File: src/rtl/swd_pkg.sv
`timescale 1ns/1ps
package swd_pkg;
  localparam int ADDR_W       = 25;
  localparam int DATA_W       = 16;
  localparam int OFF_W        = 23;
  localparam int SLOT_W       = 2;
  localparam int N_SLOT       = 1 << SLOT_W;
  localparam int N_KIND       = 5;
  localparam int N_WIN        = 3;
  localparam int N_STB        = N_SLOT * N_KIND;
  localparam int IO_SLOT_LSB  = 8;
  localparam int IO_SPC_LSB   = 6;
  localparam int M16_SLOT_LSB = 23;
  localparam int M8_SLOT_LSB  = 22;

  typedef enum logic [2:0] {
    K_IO  = 3'd0,
    K_ID  = 3'd1,
    K_INT = 3'd2,
    K_M16 = 3'd3,
    K_M8  = 3'd4
  } kind_e;

  typedef enum logic [1:0] {
    WIN_IO  = 2'd0,
    WIN_M16 = 2'd1,
    WIN_M8  = 2'd2,
    WIN_BAD = 2'd3
  } win_e;

  typedef struct packed {
    logic              ok;
    logic [SLOT_W-1:0] slot;
    kind_e             kind;
    logic [OFF_W-1:0]  off;
  } dec_t;

  // space code of the combined window -> module space
  function automatic kind_e space_kind(input logic [1:0] code);
    case (code)
      2'd2:    return K_ID;
      2'd3:    return K_INT;
      default: return K_IO;
    endcase
  endfunction

  // offset width depends on the space: 7 bits for I/O, 6 for ID/INT
  function automatic logic [OFF_W-1:0] space_off(input kind_e k,
                                                 input logic [6:0] low);
    if (k == K_IO) return OFF_W'(low);
    return OFF_W'(low[5:0]);
  endfunction

  function automatic int unsigned stb_index(input logic [SLOT_W-1:0] slot,
                                            input kind_e k);
    return int'(slot) * N_KIND + int'(k);
  endfunction
endpackage

File: src/rtl/swd_lane.sv
`timescale 1ns/1ps
module swd_lane #(
  parameter int DATA_W = 16
) (
  input  logic              swap,
  input  logic [DATA_W-1:0] din,
  output logic [DATA_W-1:0] dout
);
  localparam int N_BYTE = DATA_W / 8;

  for (genvar b = 0; b < N_BYTE; b++) begin : g_byte
    assign dout[b*8 +: 8] = swap ? din[(N_BYTE-1-b)*8 +: 8] : din[b*8 +: 8];
  end
endmodule

File: src/rtl/swd_decode.sv
`timescale 1ns/1ps
module swd_decode
  import swd_pkg::*;
(
  input  logic [1:0]        win,
  input  logic [ADDR_W-1:0] addr,
  input  logic              wide,
  input  logic              be,
  output dec_t              dec,
  output logic              flip
);
  logic [ADDR_W-1:0] a;

  always_comb begin
    // byte-address inversion only on the adaptable windows
    flip = be && !wide && (win == WIN_IO || win == WIN_M16);
    a    = addr;
    a[0] = addr[0] ^ flip;
    dec      = '0;
    dec.kind = K_IO;
    case (win)
      WIN_IO: begin
        dec.ok   = 1'b1;
        dec.slot = a[IO_SLOT_LSB +: SLOT_W];
        dec.kind = space_kind(a[IO_SPC_LSB +: 2]);
        dec.off  = space_off(dec.kind, a[6:0]);
      end
      WIN_M16: begin
        dec.ok   = 1'b1;
        dec.slot = a[M16_SLOT_LSB +: SLOT_W];
        dec.kind = K_M16;
        dec.off  = OFF_W'(a[M16_SLOT_LSB-1:0]);
      end
      WIN_M8: begin
        dec.ok   = !wide;
        dec.slot = a[M8_SLOT_LSB +: SLOT_W];
        dec.kind = K_M8;
        dec.off  = OFF_W'(a[M8_SLOT_LSB-1:0]);
      end
      default: dec.ok = 1'b0;
    endcase
  end
endmodule

File: src/rtl/swd_cfg.sv
`timescale 1ns/1ps
module swd_cfg #(
  parameter int          N_FLAG = 3,
  parameter logic [7:0]  BASE   = 8'h2B,
  parameter int          STRIDE = 4
) (
  input  logic              clk,
  input  logic              rst_n,
  input  logic              req,
  input  logic              wr,
  input  logic [7:0]        addr,
  input  logic [7:0]        wdata,
  output logic [7:0]        rdata,
  output logic [N_FLAG-1:0] flags
);
  logic [N_FLAG-1:0] match;

  for (genvar i = 0; i < N_FLAG; i++) begin : g_flag
    assign match[i] = (addr == 8'(int'(BASE) + i * STRIDE));

    always_ff @(posedge clk) begin
      if (!rst_n)                     flags[i] <= 1'b0;
      else if (req && wr && match[i]) flags[i] <= wdata[0];
    end


    flag_store_chk: assert property (@(posedge clk) disable iff (!rst_n)
      req && wr && match[i] |=> flags[i] == $past(wdata[0]));
  end

  always_ff @(posedge clk) begin
    if (!rst_n)              rdata <= '0;
    else if (req && !wr)     rdata <= {7'd0, |(match & flags)};
  end
endmodule

File: src/rtl/slot_window_decoder.sv
`timescale 1ns/1ps
module slot_window_decoder
  import swd_pkg::*;
#(
  parameter logic [7:0] CFG_BASE   = 8'h2B,
  parameter int         CFG_STRIDE = 4
) (
  input  logic              clk,
  input  logic              rst_n,
  input  logic              hreq,
  input  logic              hwr,
  input  logic [1:0]        hwin,
  input  logic              hsize2,
  input  logic [ADDR_W-1:0] haddr,
  input  logic [DATA_W-1:0] hwdata,
  output logic [DATA_W-1:0] hrdata,
  output logic              hrvalid,
  input  logic              cfg_req,
  input  logic              cfg_wr,
  input  logic [7:0]        cfg_addr,
  input  logic [7:0]        cfg_wdata,
  output logic [7:0]        cfg_rdata,
  input  logic [N_SLOT-1:0] installed,
  output logic [N_STB-1:0]  mod_rd_stb,
  output logic [N_STB-1:0]  mod_wr_stb,
  output logic [OFF_W-1:0]  mod_off,
  output logic [DATA_W-1:0] mod_wdata,
  output logic              mod_size2,
  input  logic [DATA_W-1:0] mod_rdata
);
  logic [N_WIN-1:0]  be_flags;
  logic              be_sel;
  logic              addr_flip;
  logic              lane_swap;
  logic              accept;
  logic [N_STB-1:0]  hit_vec;
  logic [N_SLOT-1:0] slot_busy;
  logic [DATA_W-1:0] rd_lane;
  dec_t              dec;

  swd_cfg #(.N_FLAG(N_WIN), .BASE(CFG_BASE), .STRIDE(CFG_STRIDE)) u_cfg (
    .clk(clk), .rst_n(rst_n), .req(cfg_req), .wr(cfg_wr), .addr(cfg_addr),
    .wdata(cfg_wdata), .rdata(cfg_rdata), .flags(be_flags)
  );

  always_comb begin
    be_sel = 1'b0;
    for (int w = 0; w < N_WIN; w++)
      if (hwin == 2'(w)) be_sel = be_flags[w];
  end

  swd_decode u_dec (
    .win(hwin), .addr(haddr), .wide(hsize2), .be(be_sel),
    .dec(dec), .flip(addr_flip)
  );

  // two-byte swap only on the adaptable windows
  assign lane_swap = be_sel && hsize2 && (hwin == WIN_IO || hwin == WIN_M16);

  swd_lane #(.DATA_W(DATA_W)) u_wlane (
    .swap(lane_swap), .din(hwdata), .dout(mod_wdata)
  );
  swd_lane #(.DATA_W(DATA_W)) u_rlane (
    .swap(lane_swap), .din(mod_rdata), .dout(rd_lane)
  );

  assign accept  = hreq && dec.ok && installed[dec.slot];
  assign hit_vec = accept ? (N_STB'(1) << stb_index(dec.slot, dec.kind)) : '0;

  assign mod_rd_stb = hwr ? '0 : hit_vec;
  assign mod_wr_stb = hwr ? hit_vec : '0;
  assign mod_off    = dec.off;
  assign mod_size2  = hsize2;

  for (genvar s = 0; s < N_SLOT; s++) begin : g_busy
    assign slot_busy[s] = |(mod_rd_stb[s*N_KIND +: N_KIND] |
                            mod_wr_stb[s*N_KIND +: N_KIND]);
  end

  always_ff @(posedge clk) begin
    if (!rst_n) begin
      hrvalid <= 1'b0;
      hrdata  <= '0;
    end else begin
      hrvalid <= hreq && !hwr;
      if (hreq && !hwr) begin
        if (!accept)     hrdata <= '0;
        else if (hsize2) hrdata <= rd_lane;
        else             hrdata <= DATA_W'(mod_rdata[7:0]);
      end
    end
  end


  single_strobe_chk: assert property (@(posedge clk) disable iff (!rst_n)
    $onehot0({mod_rd_stb, mod_wr_stb}));


  idle_quiet_chk: assert property (@(posedge clk) disable iff (!rst_n)
    !hreq |-> (mod_rd_stb == '0 && mod_wr_stb == '0));


  empty_slot_chk: assert property (@(posedge clk) disable iff (!rst_n)
    (slot_busy & ~installed) == '0);


  empty_read_zero_chk: assert property (@(posedge clk) disable iff (!rst_n)
    hreq && !hwr && !installed[dec.slot] |=> hrdata == '0);


  read_valid_chk: assert property (@(posedge clk) disable iff (!rst_n)
    hreq && !hwr |=> hrvalid);


  narrow_wide_chk: assert property (@(posedge clk) disable iff (!rst_n)
    hreq && hwin == WIN_M8 && hsize2 |-> slot_busy == '0);


  narrow_no_flip_chk: assert property (@(posedge clk) disable iff (!rst_n)
    hwin == WIN_M8 |-> !addr_flip && !lane_swap);


  bad_window_chk: assert property (@(posedge clk) disable iff (!rst_n)
    hreq && hwin == WIN_BAD |-> slot_busy == '0);
endmodule

File: config.mk
export PLATFORM = sky130hd
export DESIGN_NAME = slot_window_decoder
export DESIGN_NICKNAME = d
export VERILOG_FILES = /design/src/rtl/swd_pkg.sv /design/src/rtl/swd_lane.sv /design/src/rtl/swd_decode.sv /design/src/rtl/swd_cfg.sv /design/src/rtl/slot_window_decoder.sv
export SDC_FILE = /design/constraint.sdc
export NUM_CORES = 1
export LEC_CHECK = 0
export ABC_CLOCK_PERIOD_IN_PS = 7700
export CORE_ASPECT_RATIO = 0.6
export CORE_MARGIN = 10
export CORE_UTILIZATION = 31
export CTS_BUF_LIST = sky130_fd_sc_hd__clkbuf_8
export DETAILED_ROUTE_END_ITERATION = 10
export DONT_BUFFER_PORTS = 1
export GPL_TIMING_DRIVEN = 0
export PLACE_DENSITY = 0.47
export SYNTH_ARGS = -nofsm -noshare
export SYNTH_HDL_FRONTEND = slang
export SYNTH_SLANG_ARGS = --single-unit
File: constraint.sdc
create_clock -name clk -period 7.7 [get_ports clk]
set_input_delay 0.385 -clock clk [delete_from_list [all_inputs] [get_ports clk]]
set_output_delay 0.385 -clock clk [all_outputs]
set_load 0.005 [all_outputs]
==> impl_metrics.json, run 1 <==
{
  "status": "finished, final reports clean",
  "synthArstFlopShare_pct": 0,
  "firstDrtPassIters": 4,
  "cts.htree.levels": 1,
  "crit_path_start_kind": "input pin",
  "worstPathArrival_ns": 3.37,
  "postPlaceCellArea_mm2": 0.00252,
  "antenna_cells": 0,
  "synth_common_cells": "nand2_1, nor4_1, mux2i_1",
  "leakagePower_nw": 0.886,
  "cts_tree": "done",
  "clockBufferDepth": 2,
  "setup_ws_ns": 3.94,
  "root_buffer": "clkbuf_8",
  "cts_sinks": 21,
  "cp_slowest_cell": "fa_1",
  "yosysTopAreaCell": "dfxtp_1",
  "track_usage_pct": 14.2,
  "yosysWarnings": 0,
  "synth_ff_type": "dfxtp_1",
  "design_area_mm2": 0.00257,
  "cap_violations": 0,
  "ir_drop_v": 0.0000523,
  "synth_top_area_share_pct": 17.8,
  "grt_pass1_wl_um": 13600,
  "synthCells": 292,
  "io_pins": 191,
  "crit_chain": "buf_4 -> mux2i_2 -> a2bb2oi_4 -> inv_1 -> ha_1 -> ha_1 -> inv_1 -> fa_1 -> nand2_1 -> nor2_1 -> nand2_1 -> nor4_1",
  "crit_path_end_kind": "primary output",
  "worst_path_largest_cell_delay_ns": 0.60,
  "cts-resized-gates": 0,
  "drive_above_1_share_pct": 19.9,
  "grt_max_degree": 14,
  "rows": 24,
  "antenna_found_initial": 0,
  "cts_setup_buffers": 0,
  "fin_util_pct": 35.0,
  "drv_slew": 0,
  "place_worst_setup_slack_ns": 3.93,
  "ys_ff_latch": 21,
  "hp-class": "in2reg",
  "finalHoldViolations": 0,
  "worstPathMaxFanout": 6,
  "worst_slew_pin_slew_ns": 0.647,
  "relSlewSlack_pct": 56.8,
  "ys_seq_area_share_pct": 17.8,
  "insertion_delay_ns": 0.27,
  "viasPerCell": 5.40,
  "final-setup-viol-count": 0,
  "die_area_mm2": 0.0116,
  "die_x_um": 133,
  "synth_area_leaders": "dfxtp_1, mux2i_1, mux2_2",
  "rsz0062_at_grt": "no",
  "syn_avg_cell_area_um2": 8.10,
  "min_period_over_period_pct": 48.8,
  "critical_path_class": "in2out",
  "grt_pass1_vias": 2161,
  "wirelength_um": 9040,
  "synth-edff-count": 0,
  "gp_congestion": 0.771,
  "num_vias": 2191,
  "pwr_density_cell_mw_per_mm2": 122,
  "fp.coreArea_mm2": 0.00733,
  "dpl.hpwl_um": 7830,
  "cp_data_required_time_ns": 7.32,
  "wl_per_cell_um": 22.3,
  "die_height_um": 87.7,
  "start_util_pct": 32.3,
  "cts_hold_buf": 0,
  "nets": 397,
  "drt_iter0_drc": 110,
  "clkTransAtPathRegs_ns": 0.08,
  "antenna_left": 0,
  "fin_crit_ns": 3.76,
  "cts_made_buffers": 3,
  "io_buffers": 0,
  "timing.critical_path.max_delay_family": "adder cells",
  "yosysMostFrequentCell": "nand2_1",
  "syn_to_final_growth_pct": 8.52,
  "drcViolationCount": 0,
  "crit_buf_inv": 3,
  "grt.overflow.total": 0,
  "synth_cell_types": 46,
  "synth.cell_area_mm2": 0.00236,
  "worst_clock_skew_ns": 0.00701,
  "fin_setup_tns_ns": 0,
  "fmax_ghz": 0.266
}
==> sequential cells by signal, summed over array words and instances, names as in the netlist <==
register     count
hrdata          16
u_cfg.flags      3
hrvalid          1
u_cfg.rdata      1
==> worst paths after layout <==
kind | startpoint | endpoint | slack, ns | cells past startpoint
setup / recovery | hwin[0] | mod_wr_stb[2] | 3.94 | 12
hold / removal | rst_n | u_cfg.flags[0] | 0.26 | 1
setup reg to reg | u_cfg.flags[0] | hrdata[11] | 5.99 | 6
hold reg to reg | hrdata[6] | hrdata[6] | 0.49 | 2
==> routing by layer <==
layer	vias up	track usage, %	wire length [um]
li1	1076	-	-
met1	1003	17.8	3990
met2	110	22.6	3970
met3	2	7.20	1080
met4	0	0.596	4
met5	-	0	0
==> per-stage QoR <==
step | cells | hold WS, ns | power [mW]
finish | 406 | 0.262 | 0.313
CTS | 406 | 0.258 | 0.316
detailed placement | 402 | 0.480 | 0.237
global route | 406 | 0.253 | 0.333
global placement | 402 | 0.478 | 0.236
floorplan | 298 | 0.449 | 0.211
==> power by group <==
group	leakage (nW)	internal, mW	total, mW	switching [mW]
Combinational	0.695	0.0440	0.124	0.0795
Sequential	0.170	0.110	0.112	0.00153
Clock	0.0217	0.0366	0.0773	0.0406
==> cell usage in the layout, fill, tap and decap left out, drive strengths merged, types with 3 or more instances in the layout <==
cell type	count
nor2b	8
mux2	18
nor4	37
nand4	4
or2	4
nand2b	10
ha	7
inv	12
buf	19
nor4b	5
nand2	30
clkbuf	10
dfxtp	21
o21ai	14
nor2	10
mux2i	28
and3	4
conb	7
o31ai	8
xnor2	3
a21oi	5
and2	20
==> cells by family after synthesis <==
group,Yosys count,share of synthesized area [%]
and+or+nand+nor,138,35.8
muxes,46,20.9
DFF,21,17.8
adders and majority gates,8,4.55
buffers and inverters,38,8.41
other,1,0.159
AOI/OAI and AO/OA,36,10.9
xor gates and xnor gates,4,1.48
==> area by class of cell <==
class	instances	area (um^2)
fill	827	4760
multi-input combinational	239	1770
clock buffer	3	41.3
clock inverter	1	7.51
sequential	21	420
buffer	26	154
tap	104	130
inverter	12	45.0
Power figures use the tool's default switching activity.
==> run 2: changes to the inputs <==
- ABC_CLOCK_PERIOD_IN_PS: 7700 -> 3300
- PLACE_DENSITY: 0.47 -> 0.48
- clock period: 7.7 -> 3.3 ns (I/O delays scaled with it)
==> impl_metrics.json, run 2 (same netlist as run 1, synthesis figures left out) <==
{
  "worstPathArrival_ns": 3.00,
  "wl_met2_um": 4100,
  "cts_tree": "done",
  "grt_pass1_wl_um": 13700,
  "die_area_mm2": 0.0116,
  "grt.overflow.total": 0,
  "critical_path_class": "in2out",
  "layout_commonest_cell": "nand2_1",
  "track_usage_pct": 14.1,
  "p_clk_share_pct": 24.1,
  "fp.coreArea_mm2": 0.00733,
  "drive_above_1_share_pct": 26.4,
  "r2r_setup_slack_ns": 1.61,
  "rows": 24,
  "hp-class": "in2reg",
  "ir_drop_v": 0.000128,
  "firstDrtPassIters": 4,
  "switching_power_mw": 0.304,
  "post-place-cells": 402,
  "gp_congestion": 0.776,
  "highest_layer": "met4",
  "largest_register_ff_count": 16,
  "crit_path_start_kind": "input pin",
  "die_height_um": 87.7,
  "power_frac_seq_pct": 34.4,
  "fin_cells": 411,
  "viasPerCell": 5.43,
  "cap_violations": 0,
  "antenna_cells": 0,
  "wirelength_um": 9090,
  "reg_top3": "hrdata x16, u_cfg.flags x3",
  "swShare_pct": 40.0,
  "internal_power_mw": 0.456,
  "start_util_pct": 32.3,
  "top_register": "hrdata",
  "wl_per_cell_um": 22.1,
  "dpl.hpwl_um": 7740,
  "worstPathMaxFanout": 6,
  "p_comb_share_pct": 41.5,
  "fillCellCount": 785,
  "final-setup-viol-count": 0,
  "die_x_um": 133,
  "cts.htree.levels": 1,
  "crit_path_end_kind": "primary output",
  "mostFrequentLayoutCells": "nand2_1, mux2i_1, dfxtp_1, and2_1, nor4_1",
  "pwr_density_cell_mw_per_mm2": 278,
  "cts_sinks": 21,
  "antenna_found_initial": 0,
  "cts_made_buffers": 3,
  "m1WireLength_um": 3760,
  "drt_iter0_drc": 66,
  "finalHoldViolations": 0,
  "clkTransAtPathRegs_ns": 0.08,
  "insertion_delay_ns": 0.27,
  "cts_hold_buf": 0,
  "root_buffer": "clkbuf_8",
  "worst_slew_pin_slew_ns": 0.636,
  "min_period_over_period_pct": 95.9,
  "num_vias": 2233,
  "drv_slew": 0,
  "fin_crit_ns": 3.16,
  "grt_pass1_vias": 2205,
  "status": "finished, final reports clean",
  "cp_data_required_time_ns": 3.13,
  "antenna_left": 0,
  "drcViolationCount": 0,
  "fmax_ghz": 0.316,
  "worst_clock_skew_ns": 0.00387,
  "finalPower_mw": 0.759,
  "grt_max_degree": 14,
  "io_buffers": 0,
  "nets": 402,
  "io_pins": 191,
  "leakagePower_nw": 0.911,
  "wl_met3_um": 1220,
  "relSlewSlack_pct": 57.5,
  "syn_to_final_growth_pct": 15.6,
  "clockBufferDepth": 2
}
run 2: repair_timing:
item                       4_1_cts  5_1_grt
resized for setup                1       22
buffers inserted                 0        5
setup endpoints to repair        4       30
pin swaps                        0        1
run 2: per-layer routing:
| layer | GRT usage [%] | up-vias |
|---|---|---|
| li1 | - | 1076 |
| met1 | 17.7 | 1033 |
| met2 | 22.5 | 119 |
| met3 | 6.91 | 5 |
| met4 | 1.19 | 0 |
| met5 | 0 | - |
run 2: power groups by stage:
stage | Sequential [mW] | Combinational, mW | Clock [mW]
after global routing | 0.262 | 0.348 | 0.205
after global placement | 0.267 | 0.281 | 0
after detailed placement | 0.267 | 0.286 | 0
after floorplan | 0.265 | 0.227 | 0
final | 0.261 | 0.315 | 0.183
after CTS | 0.261 | 0.288 | 0.190
run 2: cell type report:
type | count | area (um^2) | area share [%]
Inverter | 12 | 48.8 | 1.79
Clock inverter | 1 | 7.51 | 0.275
Clock buffer | 3 | 41.3 | 1.51
Buffer | 26 | 155 | 5.68
Sequential cell | 21 | 420 | 15.4
Multi-Input combinational cell | 239 | 1890 | 69.2
Timing Repair Buffer | 5 | 37.5 | 1.37
Tap cell | 104 | 130 | 4.76
run 2: through the flow:
step                      utilization [%]  hold slack, ns  instance area [um^2]  TNS (ns)  setup slack, ns
after floorplan                         -           0.293                  2390         0            0.460
after global placement               34.4           0.300                  2520   -0.0118          -0.0118
after detailed placement             34.4           0.301                  2520   -0.0108         -0.00594
after CTS                            35.1          0.0166                  2570   -0.0585          -0.0271
after global routing                 37.3          0.0225                  2730   -0.0719          -0.0218
final                                37.3          0.0212                  2730         0            0.136
run 2: worst max-delay path, cell delays in order:
cell,delay (ns)
buf_4,0.14
mux2i_4,0.27
a2bb2oi_4,0.21
inv_1,0.06
ha_1,0.31
ha_1,0.22
inv_1,0.08
fa_2,0.58
nand2b_1,0.15
or2_2,0.37
inv_1,0.09
nand2_2,0.14
nor4_4,0.20
run 2: worst paths after layout:
path | startpoint | to | cells past startpoint
worst max register to register | u_cfg.flags[0] | hrdata[9] | 6
worst min-delay path | rst_n | u_cfg.flags[0] | 1
worst min register to register | hrdata[0] | hrdata[0] | 2
worst max-delay path | hwin[0] | mod_rd_stb[0] | 13
